<file path="config.mk">
export PLATFORM = sky130hd
export DESIGN_NAME = rsp_frame_ser
export DESIGN_NICKNAME = d
export VERILOG_FILES = /design/src/rtl/rsp_ser_pkg.sv /design/src/rtl/rsp_len_calc.sv /design/src/rtl/rsp_prefetch_fifo.sv /design/src/rtl/rsp_frame_ser.sv
export SDC_FILE = /design/constraint.sdc
export NUM_CORES = 1
export LEC_CHECK = 0
export CORE_MARGIN = 1.5
export CORE_UTILIZATION = 60
export DETAILED_ROUTE_END_ITERATION = 8
export DONT_BUFFER_PORTS = 1
export GPL_TIMING_DRIVEN = 0
export PLACE_DENSITY = 0.76
export SLEW_MARGIN = 20
export SYNTH_ARGS = -nofsm -noshare
export SYNTH_HDL_FRONTEND = slang
export SYNTH_SLANG_ARGS = --single-unit
</file>
<file path="constraint.sdc">
create_clock -name clk -period 5.05 [get_ports clk]
set_input_delay 0.2525 -clock clk [delete_from_list [all_inputs] [get_ports clk]]
set_output_delay 0.2525 -clock clk [all_outputs]
set_load 0.05 [all_outputs]
</file>
<file path="src/rtl/rsp_ser_pkg.sv">
package rsp_ser_pkg;

    typedef enum logic [1:0] {
        ST_IDLE = 2'd0,
        ST_HDR  = 2'd1,
        ST_PAY  = 2'd2,
        ST_CHK  = 2'd3
    } ser_state_e;

    localparam int HDR_BYTES = 5;

endpackage

</file>
<file path="src/rtl/rsp_len_calc.sv">
module rsp_len_calc #(
    parameter int CNT_W  = 16,
    parameter int SIZE_W = 2,
    parameter int LEN_W  = 16
) (
    input  logic [CNT_W-1:0]  cnt_i,
    input  logic [SIZE_W-1:0] size_i,
    output logic [LEN_W-1:0]  len_o,
    output logic              clamp_o
);
    localparam int PROD_W = CNT_W + SIZE_W;

    logic [PROD_W-1:0] prod;
    assign prod = PROD_W'(cnt_i) * PROD_W'(size_i);

    generate
        if (PROD_W > LEN_W) begin : g_clamp
            localparam logic [PROD_W-1:0] LIM =
                {{(PROD_W-LEN_W){1'b0}}, {LEN_W{1'b1}}};
            always_comb begin
                clamp_o = (prod > LIM);
                len_o   = clamp_o ? {LEN_W{1'b1}} : prod[LEN_W-1:0];
            end
        end else begin : g_fit
            always_comb begin
                clamp_o = 1'b0;
                len_o   = LEN_W'(prod);
            end
        end
    endgenerate

endmodule

</file>
<file path="src/rtl/rsp_prefetch_fifo.sv">
module rsp_prefetch_fifo #(
    parameter int W     = 8,
    parameter int DEPTH = 2,
    localparam int PTR_W = (DEPTH > 1) ? $clog2(DEPTH) : 1,
    localparam int OCC_W = $clog2(DEPTH + 1)
) (
    input  logic             clk,
    input  logic             rst_n,
    input  logic             push_i,
    input  logic [W-1:0]     din_i,
    input  logic             pop_i,
    output logic [W-1:0]     dout_o,
    output logic [OCC_W-1:0] occ_o
);
    typedef struct packed {
        logic [PTR_W-1:0] wr;
        logic [PTR_W-1:0] rd;
        logic [OCC_W-1:0] occ;
    } fifo_regs_t;

    fifo_regs_t       q, d;
    logic [W-1:0]     mem_q [DEPTH];

    function automatic logic [PTR_W-1:0] nxt(input logic [PTR_W-1:0] p);
        return (p == PTR_W'(DEPTH - 1)) ? '0 : p + 1'b1;
    endfunction

    always_comb begin
        d = q;
        if (push_i) d.wr = nxt(q.wr);
        if (pop_i)  d.rd = nxt(q.rd);
        d.occ = q.occ + OCC_W'(push_i) - OCC_W'(pop_i);
    end

    always_ff @(posedge clk) begin
        if (!rst_n) q <= '0;
        else        q <= d;
    end

    always_ff @(posedge clk) begin
        if (push_i) mem_q[q.wr] <= din_i;
    end

    assign dout_o = mem_q[q.rd];
    assign occ_o  = q.occ;

endmodule

</file>
<file path="src/rtl/rsp_frame_ser.sv">
module rsp_frame_ser
    import rsp_ser_pkg::*;
#(
    parameter int         SIZE_W     = 2,
    parameter int         LEN_W      = 16,
    parameter int         ADDR_W     = 16,
    parameter logic [7:0] MARKER     = 8'hEF,
    parameter logic [7:0] CHECK_BYTE = 8'hFF,
    parameter logic [7:0] PAD_BYTE   = 8'h00,
    parameter bit         MIN_LEN_EN = 1'b0
) (
    input  logic              clk,
    input  logic              rst_n,
    input  logic              start_i,
    input  logic [7:0]        opcode_i,
    input  logic [15:0]       blk_cnt_i,
    input  logic [SIZE_W-1:0] blk_size_i,
    output logic              busy_o,
    output logic              err_o,
    output logic              ram_rd_en_o,
    output logic [ADDR_W-1:0] ram_addr_o,
    input  logic [7:0]        ram_rdata_i,
    output logic              tx_valid_o,
    output logic [7:0]        tx_data_o,
    input  logic              tx_ready_i
);
    localparam int CNT_W  = 16;
    localparam int FDEPTH = 2;
    localparam int OCC_W  = $clog2(FDEPTH + 1);
    localparam int IDX_W  = $clog2(HDR_BYTES);

    typedef struct packed {
        ser_state_e        st;
        logic [IDX_W-1:0]  idx;
        logic [7:0]        op;
        logic [CNT_W-1:0]  cnt;
        logic [SIZE_W-1:0] size;
        logic [LEN_W-1:0]  rd_left;
        logic [LEN_W-1:0]  tx_left;
        logic [ADDR_W-1:0] addr;
        logic              pend;
        logic              err;
        logic              pad;
    } ser_regs_t;

    ser_regs_t q, d;

    logic [LEN_W-1:0]  len;
    logic              clamp;
    logic [7:0]        f_dout;
    logic [OCC_W-1:0]  f_occ;
    logic              pop;
    logic              issue;
    logic              acc;
    logic [7:0]        hdr_byte;
    logic [OCC_W:0]    occ_next;
    logic              empty_pl;

    rsp_len_calc #(
        .CNT_W  (CNT_W),
        .SIZE_W (SIZE_W),
        .LEN_W  (LEN_W)
    ) u_len (
        .cnt_i   (blk_cnt_i),
        .size_i  (blk_size_i),
        .len_o   (len),
        .clamp_o (clamp)
    );

    rsp_prefetch_fifo #(
        .W     (8),
        .DEPTH (FDEPTH)
    ) u_fifo (
        .clk    (clk),
        .rst_n  (rst_n),
        .push_i (q.pend),
        .din_i  (ram_rdata_i),
        .pop_i  (pop),
        .dout_o (f_dout),
        .occ_o  (f_occ)
    );

    // Header byte selection
    always_comb begin
        case (q.idx)
            IDX_W'(0): hdr_byte = q.op;
            IDX_W'(1): hdr_byte = MARKER;
            IDX_W'(2): hdr_byte = q.cnt[CNT_W-1 -: 8];
            IDX_W'(3): hdr_byte = q.cnt[7:0];
            default:   hdr_byte = 8'(q.size);
        endcase
    end

    // Output stage, driven from registers only
    always_comb begin
        tx_valid_o = 1'b0;
        tx_data_o  = 8'h00;
        case (q.st)
            ST_HDR: begin
                tx_valid_o = 1'b1;
                tx_data_o  = hdr_byte;
            end
            ST_PAY: begin
                tx_valid_o = q.pad || (f_occ != '0);
                tx_data_o  = q.pad ? PAD_BYTE : f_dout;
            end
            ST_CHK: begin
                tx_valid_o = 1'b1;
                tx_data_o  = CHECK_BYTE;
            end
            default: ;
        endcase
    end

    assign acc      = tx_valid_o && tx_ready_i;
    assign pop      = (q.st == ST_PAY) && !q.pad && acc;
    assign occ_next = (OCC_W+1)'(f_occ) + (OCC_W+1)'(q.pend) - (OCC_W+1)'(pop);
    assign issue    = (q.st != ST_IDLE) && (q.rd_left != '0)
                      && (occ_next < (OCC_W+1)'(FDEPTH));
    assign empty_pl = (len == '0);

    // Next-state computation
    always_comb begin
        d      = q;
        d.pend = issue;
        if (issue) begin
            d.addr    = q.addr + 1'b1;
            d.rd_left = q.rd_left - 1'b1;
        end
        case (q.st)
            ST_IDLE: begin
                if (start_i) begin
                    d.st   = ST_HDR;
                    d.idx  = '0;
                    d.op   = opcode_i;
                    d.cnt  = blk_cnt_i;
                    d.size = blk_size_i;
                    d.addr = '0;
                    d.err  = clamp;
                    d.pad  = MIN_LEN_EN && empty_pl;
                    d.rd_left = len;
                    d.tx_left = (MIN_LEN_EN && empty_pl) ? LEN_W'(1) : len;
                end
            end
            ST_HDR: begin
                if (acc) begin
                    if (q.idx == IDX_W'(HDR_BYTES - 1))
                        d.st = (q.tx_left != '0) ? ST_PAY : ST_CHK;
                    else
                        d.idx = q.idx + 1'b1;
                end
            end
            ST_PAY: begin
                if (acc) begin
                    d.tx_left = q.tx_left - 1'b1;
                    if (q.tx_left == LEN_W'(1)) d.st = ST_CHK;
                end
            end
            ST_CHK: begin
                if (acc) d.st = ST_IDLE;
            end
            default: d.st = ST_IDLE;
        endcase
    end

    always_ff @(posedge clk) begin
        if (!rst_n) begin
            q    <= '0;
            q.st <= ST_IDLE;
        end else begin
            q <= d;
        end
    end

    assign busy_o      = (q.st != ST_IDLE);
    assign err_o       = q.err;
    assign ram_rd_en_o = issue;
    assign ram_addr_o  = q.addr;

endmodule

</file>
**After elaboration in Yosys (flattened, before gate mapping)**

Memories as Yosys holds them, arrays and structs flattened. A register that Yosys moved wholly into a read port is not among the register bits.
Cells that the tools add are included.

- Register bits after elaboration: 85
- Bits in writable memories: 16
- Input port bits: 38
- Output and inout port bits: 28
- Memories kept: 1

Memory list:

| name | depth | bits a word | read ports | clocked after memory_dff | wr ports | line | text |
|---|---|---|---|---|---|---|---|
| u_fifo.mem_q | 2 | 8 | 1 | 1 | 1 | rsp_prefetch_fifo.sv:22 | `logic [W-1:0] mem_q [DEPTH];` |

- Add/subtract/negate cells: 10
- Multipliers: 1
- Magnitude comparators: 2
- Equal/unequal tests: 15
- Mux-type cells: 26
- Reductions and logical operators: 17

Operators with widths:

| cell | number |
|---|---|
| two-way mux 16 bit | 6 |
| two-way mux 79 bit | 1 |
| one-hot mux 16 bit (2 select lines) | 1 |
| one-hot mux 8 bit (4 select lines) | 1 |
| nonzero test 16 bit | 2 |
| subtractor 16 x 1 -> 16 bit (second input constant) | 2 |
| one-hot mux 8 bit (3 select lines) | 1 |
| > comparator 18 x 16 -> 1 bit (second input constant) | 1 |
| multiplier 16 x 2 -> 18 bit | 1 |
| adder 16 x 1 -> 16 bit (second input constant) | 1 |
| equality test 16 x 1 -> 1 bit (second input constant) | 1 |
| != test 2 bit (second input constant) | 6 |
| two-way mux 2 bit | 4 |
| one-hot mux 2 bit (4 select lines) | 1 |
| nonzero test 2 bit | 4 |
| two-way mux 1 bit | 7 |
| equality test 3 x 2 -> 1 bit (second input constant) | 2 |
| one-hot mux 3 bit (2 select lines) | 1 |
| AND reduction 6 bit | 1 |
| two-way mux 5 bit | 1 |
| equality test 2 bit (second input constant) | 2 |
| logical AND 1 bit | 4 |
| AND reduction 4 bit | 1 |
| adder 2 x 1 -> 3 bit | 1 |
| other kinds (17) | 18 |

**Longest topological paths before layout**

- Depth in word-level cells: 11
- Mapped depth: 18

**By module**

Synthesis repeated with hierarchy kept, for this count alone.

- Cells, all modules: 799
- Area, all modules: 6477.5 um2

By module, submodules not included:

| module | instances | cells an instance | area an instance (um2) |
|---|---|---|---|
| rsp_frame_ser | 1 | 596 | 4560.6 |
| rsp_len_calc | 1 | 157 | 1108.6 |
| rsp_prefetch_fifo | 1 | 46 | 808.3 |

**Worst setup path before layout**

No wires, ideal clock.

- Kind: flip-flop to flip-flop
- From: reg q[80] in the netlist's numbering
- To: reg q[37] in the netlist's numbering
- Library setup time: 0.091 ns
- Data arrival time: 3.741 ns
- Required time: 4.959 ns
- Path slack: 1.218 ns
- Cell stages (with the launch flop): 18
- Buffers on the path: 2
- Clock period less this slack: 3.832 ns
- Path through: dfxtp_1 > inv_1 > ha_1 > clkbuf_1 > a211o_1 > nor2_1 > ha_1 > inv_1 > ha_1 > fa_1 > nor3_2 > o21ai_2 > inv_1 > buf_2 > nand2_1 > xnor2_1 > nor2_1 > a311oi_1

- Word-level cells in the longest chain between the ends: 11

Ends and longest elaborated chain:

| element | line | text |
|---|---|---|
| start, declared | rsp_frame_ser.sv:46 | `ser_regs_t q, d;` |
| equality test 2 bit or equality test 2 x 1 -> 1 bit (tied branches) | rsp_frame_ser.sv:98 | `case (q.st)` |
| OR reduction 2 bit (no line) | n/a |  |
| one-hot mux 1 bit (2 select lines) | rsp_frame_ser.sv:98 |  |
| logical AND 1 bit | rsp_frame_ser.sv:115 | `assign acc = tx_valid_o && tx_ready_i;` |
| logical AND 1 bit * | rsp_frame_ser.sv:116 | `assign pop = (q.st == ST_PAY) && !q.pad && acc;` |
| via pop | rsp_frame_ser.sv:52 | `logic pop;` |
| subtractor 3 x 1 -> 3 bit * | rsp_frame_ser.sv:117 | `assign occ_next = (OCC_W+1)'(f_occ) + (OCC_W+1)'(q.pend) - (OCC_W+1)'(pop);` |
| via occ_next[1] | rsp_frame_ser.sv:56 | `logic [OCC_W:0] occ_next;` |
| less-than comparator 3 x 2 -> 1 bit * | rsp_frame_ser.sv:119 | `&& (occ_next < (OCC_W+1)'(FDEPTH));` |
| logical AND 1 bit * | rsp_frame_ser.sv:119 |  |
| via ram_rd_en_o | rsp_frame_ser.sv:20 | `output logic ram_rd_en_o,` |
| two-way mux 16 bit * | rsp_frame_ser.sv:126 | `if (issue) begin` |
| two-way mux 79 bit | rsp_frame_ser.sv:132 | `if (start_i) begin` |
| two-way mux 16 bit * | rsp_frame_ser.sv:130 | `case (q.st)` |

The timed path passes the listed nets; every way through them passes the cells marked *. The select of a mux whose other input is x is not followed.
A chain may end at the register's enable or synchronous reset.

**Final worst setup path**

- From: reg q[81] in the netlist's numbering
- To: reg q[37] in the netlist's numbering

The elaborated chain is that of the path after synthesis.

==> reports/results.txt <==
status = finished clean
htree depth = 3
drt first pass iters = 5
CTS tree = yes
crit path cell chain = inv_1 -> ha_1 -> clkbuf_1 -> a211o_1 -> nor2_2 -> ha_1 -> inv_1 -> ha_1 -> fa_1 -> nor3_2 -> o21ai_2 -> inv_1 -> buf_2 -> nand2_1 -> xnor2_1 -> nor2_1 -> a311oi_1
post-synthesis cell area = 0.00616 mm²
commonest non-fill, non-tap cell in the layout = nand2_1
Core Util, Final = 67.4%
met3 wire length = 1.30 mm
Power per Cell Area = 505 mW/mm²
Inserted Diodes = 0
final wirelength = 16.3 mm
hold path start = opcode_i[1]
Yosys cell types = 70
Top FF cell, synth = dfxtp_1
Die X = 104 µm
worst slew pin tran = 1.19 ns
dpl cell area = 0.00632 mm²
commonest cells after routing, fill and taps aside = 99 x nand2_1, 86 x dfxtp_1, 60 x a21oi_1
share of layout cells above drive strength 1 = 8.45%
global-route wire length before repair = 26.4 mm
Mapped Nets = 798
Worst Path Required = 5.34 ns
startpoint types = flip-flop
initial antenna violation count = 0
DIE HEIGHT = 104 µm
worst r2r src = q[81]
fin crit period = 4.65 ns
nets@finish = 822
Root Driver = clkbuf_8
Period Utilization, post-route = 92.0%
vias in the first global route = 5379
num rows = 36
top sig layer = met4
Via density = 6.24
vias = 5555
part of the Yosys area used for sequential elements = 35.8%
cells after synthesis = 728
asr flop ratio synth = 0%
number of synthesized register bits = 102
final worst slack = 0.404 ns
Die Area = 0.0109 mm²
Slew Limit Fails = 0
final instance area = 0.00665 mm²
critical path class = flip-flop to flip-flop
crit path buf inv count = 5
IO buf count = 0
EDFF count, synth = 16
largest delay contributor family on the critical path = adder cells
Final ANT Viol Nets = 0
final setup TNS = 0 ns
Clock transition at path regs = 0.11 ns
highest-delay cell along the critical path = fa_1
deepest clock path buffer count = 2
HPWL after detailed placement = 12.4 mm
placer congestion estimate = 0.962
arrival time at the worst endpoint = 4.94 ns
final hold viol count = 0
Top Ports = 66
TritonCTS buffer count = 9
Critical Path Source = q[81]
DRT iter0 DRCs = 418
RSZ-0062 raised after global routing = false
Critical Path End Type = flip-flop
wire per inst = 18.4 µm
synth warn = 0
VDD IR-drop max = 0.000263 V
gr usage total = 30.2%
Avg Inst Size Synth = 8.46 µm²
CP Max Fanout = 10
Max Cap Viol = 0
Initial Util = 62.4%
fill count = 856
HP Class = input pin to flip-flop
# Post-CTS Setup Buffers = 0
P_leak = 2.52 nW
fmax = 215 MHz
M1 WL = 6.90 mm
Fin Clk Skew = 0.0177 ns
# DRC = 0
total power = 3.36 mW
Final setup viols = 0
area grow syn2layout = 7.97%
remaining global-route overflow = 0
CP max stage delay = 0.45 ns
floorplan core area = 0.00986 mm²
pin count of the biggest net entering global routing = 20
CTS Sinks = 102
DP Worst Slack = 0.289 ns
metal2 WL = 7.67 mm
Skew-Pair Late Insertion Delay = 0.38 ns
Rel. slew slack = 20.9%
[final cells by class]
class | instances | area [µm²] | area share (%)
Inverter | 25 | 93.8 | 1.41
Tap cell | 133 | 166 | 2.50
Multi-Input combinational cell | 549 | 3600 | 54.1
Sequential cell | 102 | 2200 | 33.1
Clock buffer | 10 | 128 | 1.92
Buffer | 52 | 267 | 4.01
Timing Repair Buffer | 13 | 130 | 1.96
Clock inverter | 6 | 63.8 | 0.960
[layer usage]
metal	up-vias	track usage, %
met5	-	0
met4	0	12.1
met3	40	5.95
met2	278	50.9
met1	2604	37.8
li1	2633	-
[Yosys cell counts, drive strengths merged, types with 10 or more instances]
master | count | area, µm²
xnor2 | 25 | 219
a221oi | 22 | 205
inv | 24 | 90.1
nor2 | 57 | 214
ha | 30 | 375
a21oi | 61 | 309
nand2 | 100 | 378
o21ai | 34 | 174
and2 | 33 | 206
nand3 | 10 | 55.1
dfxtp | 86 | 1720
clkbuf | 30 | 113
edfxtp | 16 | 480
xor2 | 25 | 219
buf | 22 | 154
nor3 | 27 | 150
[flip-flops by register name (all words and copies together), names as in the netlist, named ones only]
signal	flops
u_fifo.mem_q	16
q	64
ram_addr_o	16
u_fifo.q	2
err_o	1
u_fifo.occ_o	2
[path summary, 6_finish.rpt]
path / endpoint / slack (ns) / cells past startpoint
max reg2reg: q[37] / 0.40 / 17
min reg2reg: q[67] / 0.47 / 2
min: q[70] / 0.0009 / 2
max: q[37] / 0.40 / 17
[logic make-up (layout without fill, tap and decap cells)]
family / count (synthesis) / after routing / synth area share [%]
AND/OR/NAND/NOR: 268 / 268 / 21.0
AO/OA/AOI/OAI: 189 / 189 / 21.7
flip-flops: 102 / 102 / 35.8
buffers and inverters: 77 / 106 / 5.85
XOR/XNOR: 50 / 50 / 7.11
adder cells (fa/ha/maj): 32 / 32 / 6.75
multiplexers: 10 / 10 / 1.79
[per-stage QoR]
step	instances	hold slack [ns]
after global routing	890	0.00419
after detailed placement	861	0.351
after floorplan	728	0.351
final	890	0.000895
after CTS	890	0.00347
after global placement	861	0.351
[power breakdown]
| group | switching [mW] | internal, mW | total, mW | leakage [nW] |
|---|---|---|---|---|
| Clock | 0.325 | 0.194 | 0.519 | 0.0941 |
| Sequential | 0.166 | 1.02 | 1.19 | 0.851 |
| Combinational | 1.09 | 0.557 | 1.65 | 1.58 |
| Total | 1.58 | 1.78 | 3.36 | 2.52 |
[timing repair]
action,4_1_cts,5_1_grt
hold buffers,13,0
resized for setup,0,1
endpoints found under the hold margin,21,0
endpoints found under the setup margin,0,4
(Power assumes the default switching activity.)
